`config.mk`:
```
export PLATFORM = sky130hd
export DESIGN_NAME = alarm_shutdown_monitor
export DESIGN_NICKNAME = d
export VERILOG_FILES = /design/src/rtl/asm_pkg.sv /design/src/rtl/asm_sync.sv /design/src/rtl/asm_hold_timer.sv /design/src/rtl/asm_shut_reg.sv /design/src/rtl/alarm_shutdown_monitor.sv
export SDC_FILE = /design/constraint.sdc
export NUM_CORES = 1
export LEC_CHECK = 0
export ABC_AREA = 1
export BUFFER_PORTS_ARGS = -buffer_cell sky130_fd_sc_hd__buf_2
export CORE_ASPECT_RATIO = 1.2
export CORE_MARGIN = 8
export CORE_UTILIZATION = 29
export CTS_CLUSTER_SIZE = 8
export DETAILED_ROUTE_END_ITERATION = 16
export PLACE_DENSITY_LB_ADDON = 0.1
export SLEW_MARGIN = 25
export SYNTH_ARGS = -nofsm -noshare
export SYNTH_HDL_FRONTEND = slang
export SYNTH_SLANG_ARGS = --single-unit
```
`constraint.sdc`:
```
create_clock -name clk -period 5.35 [get_ports clk]
set_clock_uncertainty 0.15 [all_clocks]
set_input_delay 0.8025 -clock clk [delete_from_list [all_inputs] [get_ports clk]]
set_output_delay 0.8025 -clock clk [all_outputs]
set_load 0.01 [all_outputs]
```
`src/rtl/asm_pkg.sv`:
```
package asm_pkg;
  localparam int unsigned EVT_W   = 10;
  localparam int unsigned IDX_BIT = 4;
  // bits 0,1,2,3,5,7,8 carry real events; 4 is special, 6 and 9 unused
  localparam logic [EVT_W-1:0] EVT_USED = 10'b01_1010_1111;

  typedef enum logic {
    POL_LOW_ON_ERR     = 1'b0,
    POL_RELEASE_ON_ERR = 1'b1
  } alarm_pol_e;

  function automatic logic [EVT_W-1:0] gate_events(
    input logic [EVT_W-1:0] evt,
    input logic [EVT_W-1:0] mask,
    input logic             special
  );
    logic [EVT_W-1:0] v;
    v          = evt & EVT_USED;
    v[IDX_BIT] = special;
    return v & mask;
  endfunction

  function automatic logic pd_drive(input logic active, input alarm_pol_e pol);
    return (pol == POL_RELEASE_ON_ERR) ? ~active : active;
  endfunction
endpackage

```
`src/rtl/asm_sync.sv`:
```
module asm_sync #(
  parameter int unsigned STAGES = 2
) (
  input  logic clk,
  input  logic rst_n,
  input  logic d_i,
  output logic q_o
);
  generate
    if (STAGES <= 1) begin : g_one
      logic r;
      always_ff @(posedge clk or negedge rst_n) begin
        if (!rst_n) r <= 1'b1;
        else        r <= d_i;
      end
      assign q_o = r;
    end else begin : g_chain
      logic [STAGES-1:0] sh;
      always_ff @(posedge clk or negedge rst_n) begin
        if (!rst_n) sh <= '1;
        else        sh <= {sh[STAGES-2:0], d_i};
      end
      assign q_o = sh[STAGES-1];
    end
  endgenerate
endmodule

```
`src/rtl/asm_hold_timer.sv`:
```
module asm_hold_timer #(
  parameter int unsigned CODE_W      = 3,
  parameter int unsigned TICK_CYCLES = 1_562_500
) (
  input  logic              clk,
  input  logic              rst_n,
  input  logic              load_i,
  input  logic [CODE_W-1:0] code_i,
  output logic [CODE_W-1:0] cnt_o,
  output logic              busy_o
);
  localparam int unsigned PRE_W = (TICK_CYCLES > 1) ? $clog2(TICK_CYCLES) : 1;
  localparam logic [PRE_W-1:0] PRE_LAST = PRE_W'(TICK_CYCLES - 1);

  logic [PRE_W-1:0]  pre;
  logic [CODE_W-1:0] cnt;

  always_ff @(posedge clk or negedge rst_n) begin
    if (!rst_n) begin
      cnt <= '0;
      pre <= '0;
    end else if (load_i) begin
      cnt <= code_i;
      pre <= '0;
    end else if (cnt != '0) begin
      if (pre == PRE_LAST) begin
        pre <= '0;
        cnt <= cnt - 1'b1;
      end else begin
        pre <= pre + 1'b1;
      end
    end
  end

  assign cnt_o  = cnt;
  assign busy_o = (cnt != '0);
endmodule

```
`src/rtl/asm_shut_reg.sv`:
```
module asm_shut_reg #(
  parameter int unsigned W = 10
) (
  input  logic         clk,
  input  logic         rst_n,
  input  logic [W-1:0] vec_i,
  output logic         any_o,
  output logic         shut_o
);
  assign any_o = |vec_i;

  always_ff @(posedge clk or negedge rst_n) begin
    if (!rst_n) shut_o <= 1'b0;
    else        shut_o <= any_o;
  end
endmodule

```
`src/rtl/alarm_shutdown_monitor.sv`:
```
module alarm_shutdown_monitor
  import asm_pkg::*;
#(
  parameter int unsigned CODE_W      = 3,
  parameter int unsigned TICK_CYCLES = 1_562_500,
  parameter int unsigned SYNC_STAGES = 2
) (
  input  logic              clk,
  input  logic              rst_n,
  input  logic [EVT_W-1:0]  evt_i,
  input  logic [EVT_W-1:0]  amask_i,
  input  logic [EVT_W-1:0]  smask_i,
  input  logic              pol_i,
  input  logic [CODE_W-1:0] hold_code_i,
  input  logic              idx_en_i,
  input  logic              pin_in_i,
  input  logic              pu_en_cfg_i,
  output logic              pin_pd_o,
  output logic              pin_pu_o,
  output logic              shut_o
);
  // named internal events, brought out for the checker
  logic [EVT_W-1:0]  alarm_vec;
  logic [EVT_W-1:0]  alarm_vec_q;
  logic [EVT_W-1:0]  shut_vec;
  logic              alarm_new;
  logic              alarm_raw;
  logic              alarm_act;
  logic              hold_busy;
  logic [CODE_W-1:0] hold_cnt;
  logic              pin_sync;
  logic              pin_low_err;
  logic              shut_any;
  alarm_pol_e        pol;

  assign pol = alarm_pol_e'(pol_i);

  asm_sync #(.STAGES(SYNC_STAGES)) u_sync (
    .clk   (clk),
    .rst_n (rst_n),
    .d_i   (pin_in_i),
    .q_o   (pin_sync)
  );

  // an external low only counts as a system error in low-on-error polarity
  assign pin_low_err = ~pin_sync & (pol == POL_LOW_ON_ERR);

  assign alarm_vec = gate_events(evt_i, amask_i, idx_en_i);
  assign shut_vec  = gate_events(evt_i, smask_i, pin_low_err);

  always_ff @(posedge clk or negedge rst_n) begin
    if (!rst_n) alarm_vec_q <= '0;
    else        alarm_vec_q <= alarm_vec;
  end

  assign alarm_new = |(alarm_vec & ~alarm_vec_q);
  assign alarm_raw = |alarm_vec;

  asm_hold_timer #(.CODE_W(CODE_W), .TICK_CYCLES(TICK_CYCLES)) u_timer (
    .clk    (clk),
    .rst_n  (rst_n),
    .load_i (alarm_new),
    .code_i (hold_code_i),
    .cnt_o  (hold_cnt),
    .busy_o (hold_busy)
  );

  assign alarm_act = alarm_raw | hold_busy;
  assign pin_pd_o  = pd_drive(alarm_act, pol);
  assign pin_pu_o  = pu_en_cfg_i;

  asm_shut_reg #(.W(EVT_W)) u_shut (
    .clk    (clk),
    .rst_n  (rst_n),
    .vec_i  (shut_vec),
    .any_o  (shut_any),
    .shut_o (shut_o)
  );
endmodule

```
---- Word-level counts from Yosys, hierarchy flattened ----
Index checks and enable logic that the tools add are counted.
storage, ports and cells
  bits in registers ....................... 37
  input bits .............................. 39
  logic and storage cells ................. 31
operators by class
  add/sub/neg operators ................... 2
  eq/ne operators ......................... 1
  multiplexer cells ....................... 7
  bitwise gates (word level) .............. 9
  reduce and logical (&&, ||, !) cells .... 7
operators by type and width
  cell                     count
  $mux W21                 3
  $reduce_or A10 Y1        3
  $add A21 B1 Y21 const B  1
  $eq A21 B21 Y1 const B   1
  $and A9 B10 Y10          2
  $and A10 B10 Y10         1
  $not A10 Y10             1
  $mux W3                  3
  $reduce_bool A2 Y1       2
  $not A1 Y1               3
  $reduce_bool A3 Y1       1
  $sub A3 B1 Y3 const B    1
  $reduce_and A2 Y1        1
  $and A1 B1 Y1            1
  $mux W1                  1
  $or A1 B1 Y1             1

---- Longest topological paths before layout ----
Gate-level depths: netlist of run 1.
  depth after elaboration ................. 5
  gate-level depth with buffers ........... 11
  depth with buffers taken out ............ 10

---- Hierarchy ----
Synthesis of run 1 repeated with hierarchy kept, for this count alone.
unflattened totals
  cells, all modules ...................... 304
  area, all modules ....................... 2,163.3 um^2
by module, submodules not included
  module                  times used  cells an instance  area an instance (um^2)  sequential area each (um^2)
  asm_hold_timer          1           231                1,589.0                  600.6
  alarm_shutdown_monitor  1           61                 457.9                    200.2
  asm_shut_reg            1           10                 63.8                     25.0
  asm_sync                1           2                  52.6                     52.6

---- Worst setup path after synthesis of run 1 ----
No wires, ideal clock.
  kind .................................... register -> output
  start ................................... reg u_timer.cnt[0] (netlist: u_timer.cnt_o[0])
  end ..................................... out pin_pd_o
  arrival ................................. 1.426 ns
  data required time ...................... 4.398 ns
  path slack .............................. 2.971 ns
  cell stages (with the launch flop) ...... 9
  cells stage by stage .................... dfrtp_1 -> inv_1 -> ha_1 -> inv_1 -> nor2_1 -> inv_1 -> nor3_1 -> nand4_1 -> xor2_1
on the way
  longest elaborated chain between the ends .. 4
RTL lines
  what                      line                          text
  start: declaration        asm_hold_timer.sv:16          logic [CODE_W-1:0] cnt;
  start signal: assignment  asm_hold_timer.sv:23          cnt <= code_i;
  start signal: assignment  asm_hold_timer.sv:28          cnt <= cnt - 1'b1;
  $reduce_bool A3 Y1 *      asm_hold_timer.sv:36          assign busy_o = (cnt != '0);
  $or A1 B1 Y1 *            alarm_shutdown_monitor.sv:68  assign alarm_act = alarm_raw | hold_busy;
  $not A1 Y1                asm_pkg.sv:24                 return (pol == POL_RELEASE_ON_ERR) ? ~active : active;
  $mux W1 *                 asm_pkg.sv:24
  end: declaration          alarm_shutdown_monitor.sv:18  output logic pin_pd_o,
Mark *: on every way between the ends. The rest lies on a longest branch, timed or not.

---- Final worst setup path of run 1 ----
Ends and elaborated chain as after synthesis.

==> results of run 1 <==
area by class of cell:
class                   count  area (µm²)
clock inverters             2       35.03
inverters                  47       176.4
repair buffers             32       160.2
well taps                  90       112.6
fillers                   770        4741
multi-input cells         224        1089
clock buffers               6       82.58
flip-flops and latches     35       878.3
sequential cells by signal (all words and copies together) (netlist names):
register           count
alarm_vec_q            8
u_timer.cnt_o          3
u_sync.g_chain.sh      2
u_shut.shut_o          1
u_timer.pre           21
through the flow:
| stage | power, W | instance area (µm²) | setup slack (ns) | utilization (%) | instances |
|---|---|---|---|---|---|
| after global routing | 0.0006524 | 2534 | 2.175 | 34.83 | 436 |
| after CTS | 0.0006295 | 2534 | 2.304 | 34.83 | 436 |
| after global placement | 0.0003713 | 2416 | 2.637 | 33.21 | 428 |
| final | 0.0006159 | 2534 | 2.374 | 34.83 | 436 |
| after floorplan | 0.0003398 | 2175 | 2.971 | - | 310 |
| after detailed placement | 0.0003724 | 2416 | 2.632 | 33.21 | 428 |
metal layers:
| layer | vias up | global-route usage [%] | wire (µm) |
|---|---|---|---|
| met1 | 854 | 13.13 | 2506 |
| met2 | 28 | 17.52 | 2533 |
| met5 | - | 0 | 0 |
| met4 | 0 | 2.505 | 41 |
| met3 | 5 | 3.049 | 175 |
| li1 | 1028 | - | - |
synth_stat cells, drive strengths merged:
cell type	n	share of area [%]
dfrtp	33	38
inv	46	7.9
a21oi	7	1.6
clkinv	1	0.17
buf	4	1.4
nand2	107	19
a22oi	1	0.35
dfstp	2	2.4
xnor2	1	0.40
o21ai	10	2.5
nor3b	1	0.35
a221oi	1	0.40
nand4	7	2.0
ha	3	1.7
nand3b	2	0.86
xor2	4	1.6
o31ai	1	0.35
nor3	5	1.4
nor2	48	10
nand3	26	7.5
report_power, final:
group          total (W)  internal (W)  switching (W)
sequential      0.000282      0.000276     0.00000622
combinational  0.0000829     0.0000282      0.0000547
clock           0.000251      0.000151       0.000100
total           0.000616      0.000455       0.000161
worst paths after layout:
path / depth (start not counted) / endpoint / from
setup / recovery: 9 / pin_pd_o / u_timer.cnt_o[0]$_DFFE_PN0P_
hold / removal: 0 / u_sync.g_chain.sh[1]$_DFF_PN1_ / u_sync.g_chain.sh[0]$_DFF_PN1_
setup reg to reg: 8 / u_timer.pre[10]$_DFFE_PN0P_ / u_timer.cnt_o[0]$_DFFE_PN0P_
hold reg to reg: 0 / u_sync.g_chain.sh[1]$_DFF_PN1_ / u_sync.g_chain.sh[0]$_DFF_PN1_
max in group asynchronous: 1 / u_timer.pre[9]$_DFFE_PN0P_ / rst_n
min in group asynchronous: 1 / u_timer.pre[16]$_DFFE_PN0P_ / rst_n
cells in the final DEF (no fill, tap or decap), drive strengths merged:
cell type  netlist  routed
buf              4      32
nand4            7       7
dfrtp           33      33
dfstp            2       2
a221oi           1       1
bufinv           0       1
nand3           26      26
xor2             4       4
nand2          107     107
o21ai           10      10
clkbuf           0       6
nor2            48      48
o31ai            1       1
a21oi            7       7
xnor2            1       1
inv             46      46
nand3b           2       2
nor3b            1       1
ha               3       3
clkinv           1       2
nor3             5       5
a22oi            1       1
cell families (layout without fill, tap and decap cells):
family / count (synthesis) / count (layout) / share of synthesized area, %
xor gates and xnor gates: 5 / 5 / 2.014
AOI/OAI and AO/OA: 20 / 20 / 5.178
adders and majority gates: 3 / 3 / 1.726
buffers and inverters: 51 / 87 / 9.551
DFF: 35 / 35 / 40.39
and+or+nand+nor: 196 / 196 / 41.14
==> summary.txt, run 1 <==
Ant diodes: 0
Core ar.: 0.007274 mm²
Max Fanout on Critical Path: 5
Post-layout min period: 2.976 ns
Post-cts gate resize count: 0
Worst skew pair latency: 0.29 ns
First-pass DRT Iterations: 5
Final worst path period share: 55.64%
Vias in the first global route: 1,917
Sequential fraction of the synthesis area: 40.39%
First-pass GRT wire length: 8880 µm
Arr. time, crit path: 2.02 ns
DRC errors left: 0
Post-route ant nets: 0
Final setup fails: 0
Die height: 110.9 µm
Post-CTS setup repair buffer count: 0
WP buf/inv: 4
P&R area growth vs syn: 16.51%
Static Leak: 1.231 nW
Worst-path clk slew: 0.08 ns
GRT Residual Overflow: 0
Vias: 1,915
Distinct cells, synth: 32
Slowest cell delay on critical path: 0.40 ns
Mapped Area: 0.002175 mm²
Status: finished, final reports clean
GP Congestion: 0.7635
R2r setup slk: 3.12 ns
Layout net count: 387
Initial drt markers: 69
Row cnt: 34
Pwr dens: 243.1 mW/mm²
HP Class: flip-flop to flip-flop
Mapped Cells: 310
Setup TNS: 0 ns
# IOs: 42
WP data required: 4.40 ns
Critical Path Most Common Cell: inv_1
Initial antenna violation count: 0
Max VDD drop: 0.1316 mV
CTS tree: yes
Synth Warn #: 0
DIE WIDTH: 95.05 µm
Clk buf depth: 2
Least-Margin Pin Slew: 0.8190 ns
MaxCap Viol Count: 0
CTS Sinks: 35
Post-Syn Area per Cell: 7.015 µm²
Critical path capture point type: output port
Die area: 0.01054 mm²
Routed wire length: 5256 µm
Synth Register Bits: 35
Port bufs: 32
Mapped Nets: 352
CP Launch Type: flip-flop
Slew Limit Fails: 0
Final Hold Viols: 0
Rel. slew slack: 45.40%
Largest net degree at the start of global routing: 36
CTS Buf Count: 5
DR vias/cell: 4.392
Critical path cell sequence: inv_1 > ha_1 > inv_1 > nor2_1 > inv_1 > nor3_1 > nand4_1 > xor2_1 > buf_2
Slowest cell on crit path: dfrtp_1
CTS Hold Bufs: 0
Total GRT Usage: 10.63%
Critical path class: flip-flop to output port
CTS H-tree lvls: 2
Average wire per standard cell: 12.06 µm
Hold_ws: 0.2081 ns
Delay-heaviest family, CP: simple AND/OR/NAND/NOR gates
Root Driver: clkbuf_8
Hpwl dp: 4020 µm
Fmax: 336.0 MHz
Initial Util: 29.89%
RSZ-0062 raised after global routing: false
Share of cells above drive strength 1: 18.50%
Power figures use the tool's default switching activity.
==> run 2: changes to the inputs <==
--- a/config.mk
+++ b/config.mk
@@ -5,7 +5,7 @@
 export SDC_FILE = /design/constraint.sdc
 export NUM_CORES = 1
 export LEC_CHECK = 0
-export ABC_AREA = 1
+export ABC_AREA = 0
 export BUFFER_PORTS_ARGS = -buffer_cell sky130_fd_sc_hd__buf_2
 export CORE_ASPECT_RATIO = 1.2
 export CORE_MARGIN = 8
==> constraint.sdc (replaced) <==
create_clock -name clk -period 2.6 [get_ports clk]
set_clock_uncertainty 0.15 [all_clocks]
set_input_delay 0.39 -clock clk [delete_from_list [all_inputs] [get_ports clk]]
set_output_delay 0.39 -clock clk [all_outputs]
set_load 0.01 [all_outputs]
==> run 2 against run 1 <==
Non-clock buffer count up 7. Combinational power up 51%. Synthesized area down 7.3%. First-iteration DRC count up 38%. Hold slack worse by 0.16 ns. Count of clock-buffer cells in the layout up 1. Routed wire length up 5.1%. Cell area down 6.8%. Clock power up 52%. Largest cell class unchanged. Largest power group unchanged. Highest routed layer unchanged.
==> summary.txt, run 2 <==
Initial Util: 29.77%
CTS Hold Bufs: 0
Row cnt: 33
R2r setup slk: 0.18 ns
Delay-heaviest family, CP: simple AND/OR/NAND/NOR gates
Largest Register: u_timer.pre
Worst skew pair latency: 0.29 ns
GRT Residual Overflow: 0
DIE WIDTH: 92.11 µm
Slowest cell delay on critical path: 0.54 ns
Final worst path period share: 92.98%
Non-Filler Instances: 341
CTS tree: yes
Internal Dissipation: 0.0008006 W
Critical path capture point type: flip-flop
Post-DP Area: 0.002281 mm²
Post-CTS setup repair buffer count: 0
P&R area growth vs syn: 17.19%
Design area: 0.002362 mm²
Initial antenna violation count: 0
Slew Limit Fails: 0
Clock share of power: 35.4%
Synth Warn #: 0
CTS Buf Count: 5
DRC errors left: 0
MaxCap Viol Count: 0
Share of cells above drive strength 1: 20.47%
Initial drt markers: 95
CP Launch Type: flip-flop
Switch Pwr: 0.0002774 W
Sw Share: 25.73%
DR vias/cell: 5.323
Rel. slew slack: 46.50%
Post-Syn Area per Cell: 9.204 µm²
WP buf/inv: 0
Ant diodes: 0
Final setup fails: 0
Max reg flops: 21
Most numerous cell in the Yosys netlist: dfrtp_1
Mapped Cells: 219
Vias in the first global route: 1,809
Total GRT Usage: 11.72%
Asr flop ratio synth: 100.0%
Vias: 1,815
Setup TNS: 0 ns
Critical path class: flip-flop to flip-flop
Flop pwr share: 53.0%
Hold_ws: 0.04337 ns
Port bufs: 32
Static Leak: 0.9610 nW
Distinct cells, synth: 52
Clk buf depth: 2
Root Driver: clkbuf_8
HP Class: input pin to asynchronous set/reset pin
Final Hold Viols: 0
List of most frequent post-synthesis cells: dfrtp_1 (33), nand2_1 (25), inv_1 (11)
WP data required: 2.64 ns
Setup ws final: 0.1826 ns
First-pass DRT Iterations: 4
GP Congestion: 0.8257
Setup WS pre-CTS: 0.1869 ns
Placed insts: 333
Fmax: 413.7 MHz
RSZ-0062 raised after global routing: false
Synth Register Bits: 35
Pwr dens: 456.3 mW/mm²
Slowest cell on crit path: or4_1
Post-route ant nets: 0
Hpwl dp: 4233 µm
Routed wire length: 5524 µm
Max VDD drop: 0.1836 mV
Die area: 0.009885 mm²
Commonest non-fill, non-tap cells in the layout: dfrtp_1 (33), buf_2 (32), nand2_1 (25), inv_1 (11)
CTS H-tree lvls: 2
Layout net count: 295
CTS Sinks: 35
First-pass GRT wire length: 9321 µm
Core ar.: 0.006771 mm²
Commonest non-fill, non-tap cell in the layout: dfrtp_1
Critical path cell sequence: ha_1 > nand4_2 > or3_1 > or4_1 > a211oi_1
Synth area leader: dfrtp_1
Status: finished, final reports clean
Least-Margin Pin Slew: 0.8025 ns
Max Fanout on Critical Path: 8
Mapped Nets: 261
Main synth FF type: dfrtp_1
Average wire per standard cell: 16.20 µm
Gate power share: 11.6%
Die height: 107.3 µm
Worst-path clk slew: 0.07 ns
Post-layout min period: 2.417 ns
Post-cts gate resize count: 0
Largest net degree at the start of global routing: 36
Synth top area share: 40.97%
Ranking of synthesized cells by area: dfrtp_1 (41%), nand2_1 (4.7%), or4_1 (3.0%)
Arr. time, crit path: 2.46 ns
Post-synth EDFFs: 0
Sequential fraction of the synthesis area: 43.58%
# IOs: 42
Mapped Area: 0.002016 mm²
run 2: worst register-to-register path, cell delays in order (launching register included):
cell and delay (ns):
dfrtp_1 0.43, ha_1 0.28, nand4_2 0.15, or3_1 0.51, or4_1 0.54, a211oi_1 0.26
run 2: cell families (layout without fill, tap and decap cells):
family	after synthesis	count (layout)	synth area share [%]
and+or+nand+nor	101	101	28.93
AOI/OAI and AO/OA	49	49	17.32
adders and majority gates	3	3	1.862
xor gates and xnor gates	8	8	3.476
DFF	35	35	43.58
buffers and inverters	23	58	4.842
run 2: final cells by class:
class                   count  area (µm²)
inverters                  11       41.29
fillers                   728        4409
well taps                  87       108.9
multi-input cells         161        1040
repair buffers             39       212.7
clock inverters             1       5.005
clock buffers               7       76.32
flip-flops and latches     35       878.3
run 2: power by group through the flow:
stage	registers (W)	clock network, W	logic [W]
3_3_place_gp	0.000581	0	0.000128
5_1_grt	0.000573	0.000420	0.000145
2_1_floorplan	0.000579	0	0.0000679
4_1_cts	0.000571	0.000400	0.000129
6_report	0.000571	0.000382	0.000125
3_5_place_dp	0.000582	0	0.000128
run 2: per-stage QoR:
stage / utilization [%] / total power, W
after floorplan: - / 0.0006474
after global placement: 33.68 / 0.0007093
after detailed placement: 33.68 / 0.0007101
after CTS: 34.89 / 0.001100
after global routing: 34.89 / 0.001138
final: 34.89 / 0.001078
run 2: path summary, 6_finish.rpt:
path / cells after the start / from / endpoint
min in group clk: 1 / pin_in_i / u_sync.g_chain.sh[0]$_DFF_PN1_
hold reg to reg: 0 / u_sync.g_chain.sh[0]$_DFF_PN1_ / u_sync.g_chain.sh[1]$_DFF_PN1_
max in group asynchronous: 1 / rst_n / alarm_vec_q[1]$_DFF_PN0_
setup reg to reg: 5 / u_timer.pre[0]$_DFFE_PN0P_ / u_timer.pre[20]$_DFFE_PN0P_
setup / recovery: 5 / u_timer.pre[0]$_DFFE_PN0P_ / u_timer.pre[20]$_DFFE_PN0P_
hold / removal: 1 / rst_n / u_timer.pre[16]$_DFFE_PN0P_
run 2: layer usage:
layer	GRT usage, %	share of wire, %	vias up
li1	-	-	895
met5	0	0	-
met1	13.69	45	870
met4	4.152	1.6	0
met3	3.768	6.1	10
met2	19.65	47	40
==> run 3: changes to the inputs <==
--- a/config.mk
+++ b/config.mk
@@ -5,7 +5,7 @@
 export SDC_FILE = /design/constraint.sdc
 export NUM_CORES = 1
 export LEC_CHECK = 0
-export ABC_AREA = 0
+export ABC_AREA = 1
 export BUFFER_PORTS_ARGS = -buffer_cell sky130_fd_sc_hd__buf_2
 export CORE_ASPECT_RATIO = 1.2
 export CORE_MARGIN = 8
==> run 3 against run 2 <==
Maximum frequency up 4.8%. Via count up 6.2%. Cell count up 28%. Total power up 7.6%. Critical path type is now flip-flop to output port.
==> summary.txt, run 3 (same netlist as run 1, synthesis figures left out) <==
Status: finished, final reports clean
Setup TNS: 0 ns
DR vias/cell: 4.402
Commonest non-fill, non-tap cell in the layout: nand2_1
Final worst path period share: 88.74%
Design area: 0.002516 mm²
Layout net count: 389
DRC errors left: 0
P&R area growth vs syn: 15.71%
CTS Hold Bufs: 0
Initial drt markers: 116
Total GRT Usage: 10.71%
RSZ-0062 raised after global routing: false
Commonest non-fill, non-tap cells in the layout: nand2_1 (102), inv_1 (44), nor2_1 (41), dfrtp_1 (33), buf_2 (32)
Slew Limit Fails: 0
Post-route ant nets: 0
WP data required: 2.06 ns
Final setup fails: 0
First-pass DRT Iterations: 4
First-pass GRT wire length: 8907 µm
Arr. time, crit path: 1.77 ns
Largest Register: u_timer.pre
Post-cts gate resize count: 0
Initial Util: 29.89%
CP Launch Type: flip-flop
Worst-path clk slew: 0.08 ns
CTS Buf Count: 5
Vias: 1,928
Core ar.: 0.007274 mm²
Rel. slew slack: 45.17%
Setup WS pre-CTS: 0.5965 ns
Post-layout min period: 2.307 ns
Fmax: 433.4 MHz
CTS tree: yes
Port bufs: 32
GRT Residual Overflow: 0
Max VDD drop: 0.2002 mV
CTS Sinks: 35
Row cnt: 34
Largest net degree at the start of global routing: 36
# IOs: 42
Critical path class: flip-flop to output port
HP Class: input pin to flip-flop
Max reg flops: 21
Hpwl dp: 4019 µm
Post-CTS setup repair buffer count: 0
Critical path capture point type: output port
Die area: 0.01054 mm²
Die height: 110.9 µm
Ant diodes: 0
Initial antenna violation count: 0
CTS H-tree lvls: 2
Worst skew pair latency: 0.29 ns
Static Leak: 1.220 nW
Total power draw: 0.001160 W
Root Driver: clkbuf_8
Least-Margin Pin Slew: 0.8225 ns
Final Hold Viols: 0
Average wire per standard cell: 11.99 µm
Pwr dens: 460.9 mW/mm²
Vias in the first global route: 1,924
Share of cells above drive strength 1: 18.68%
Hold_ws: 0.03457 ns
Max Fanout on Critical Path: 5
# fillers: 786
GP Congestion: 0.7503
Clk buf depth: 2
Post-DP Area: 0.002431 mm²
Routed wire length: 5253 µm
MaxCap Viol Count: 0
DIE WIDTH: 95.05 µm
Setup ws final: 0.2927 ns
==> run 3: path summary, 6_finish.rpt <==
check / end / slack, ns / start / cells after the start
max in group asynchronous: alarm_vec_q[5]$_DFF_PN0_ / 1.74 / rst_n / 1
worst max register to register: u_timer.pre[13]$_DFFE_PN0P_ / 0.69 / u_timer.cnt_o[0]$_DFFE_PN0P_ / 9
worst min-delay path: u_sync.g_chain.sh[0]$_DFF_PN1_ / 0.03 / pin_in_i / 1
worst min register to register: u_sync.g_chain.sh[1]$_DFF_PN1_ / 0.21 / u_sync.g_chain.sh[0]$_DFF_PN1_ / 0
worst max-delay path: pin_pd_o / 0.29 / u_timer.cnt_o[0]$_DFFE_PN0P_ / 9
min in group asynchronous: u_timer.pre[12]$_DFFE_PN0P_ / 0.04 / rst_n / 1
==> run 3: layout make-up <==
type	count	area [µm²]	area share [%]
Timing Repair Buffer	34	175.2	6.962
Clock inverter	2	12.51	0.4973
Clock buffer	6	72.57	2.884
Sequential cell	35	878.3	34.91
Tap cell	90	112.6	4.475
Multi-Input combinational cell	224	1089	43.26
Inverter	47	176.4	7.011
==> run 3: report_power, final <==
part | internal [W] | total, W | switching (W)
Combinational | 0.0000630 | 0.000175 | 0.000112
Clock | 0.000188 | 0.000405 | 0.000218
Sequential | 0.000567 | 0.000580 | 0.0000127
Total | 0.000817 | 0.00116 | 0.000342
==> run 3: per-stage QoR <==
stage	utilization (%)	cells
2_1_floorplan	-	310
3_3_place_gp	33.42	430
3_5_place_dp	33.42	430
4_1_cts	34.59	438
5_1_grt	34.59	438
6_report	34.59	438
==> run 3: worst max-delay path, cell delays in order (launching register included) <==
cell	delay, ns
dfrtp_1	0.39
inv_1	0.08
ha_1	0.14
inv_1	0.04
nor2_1	0.13
inv_1	0.12
nor3_1	0.16
nand4_1	0.12
xor2_1	0.16
buf_2	0.14
==> run 3: routing by layer <==
metal  global-route usage [%]  vias up  routed length [µm]
li1                         -     1034                   -
met1                    12.70      863                2383
met2                    17.94       27                2644
met3                    3.184        4                 171
met4                    3.132        0                  54
met5                        0        -                   0
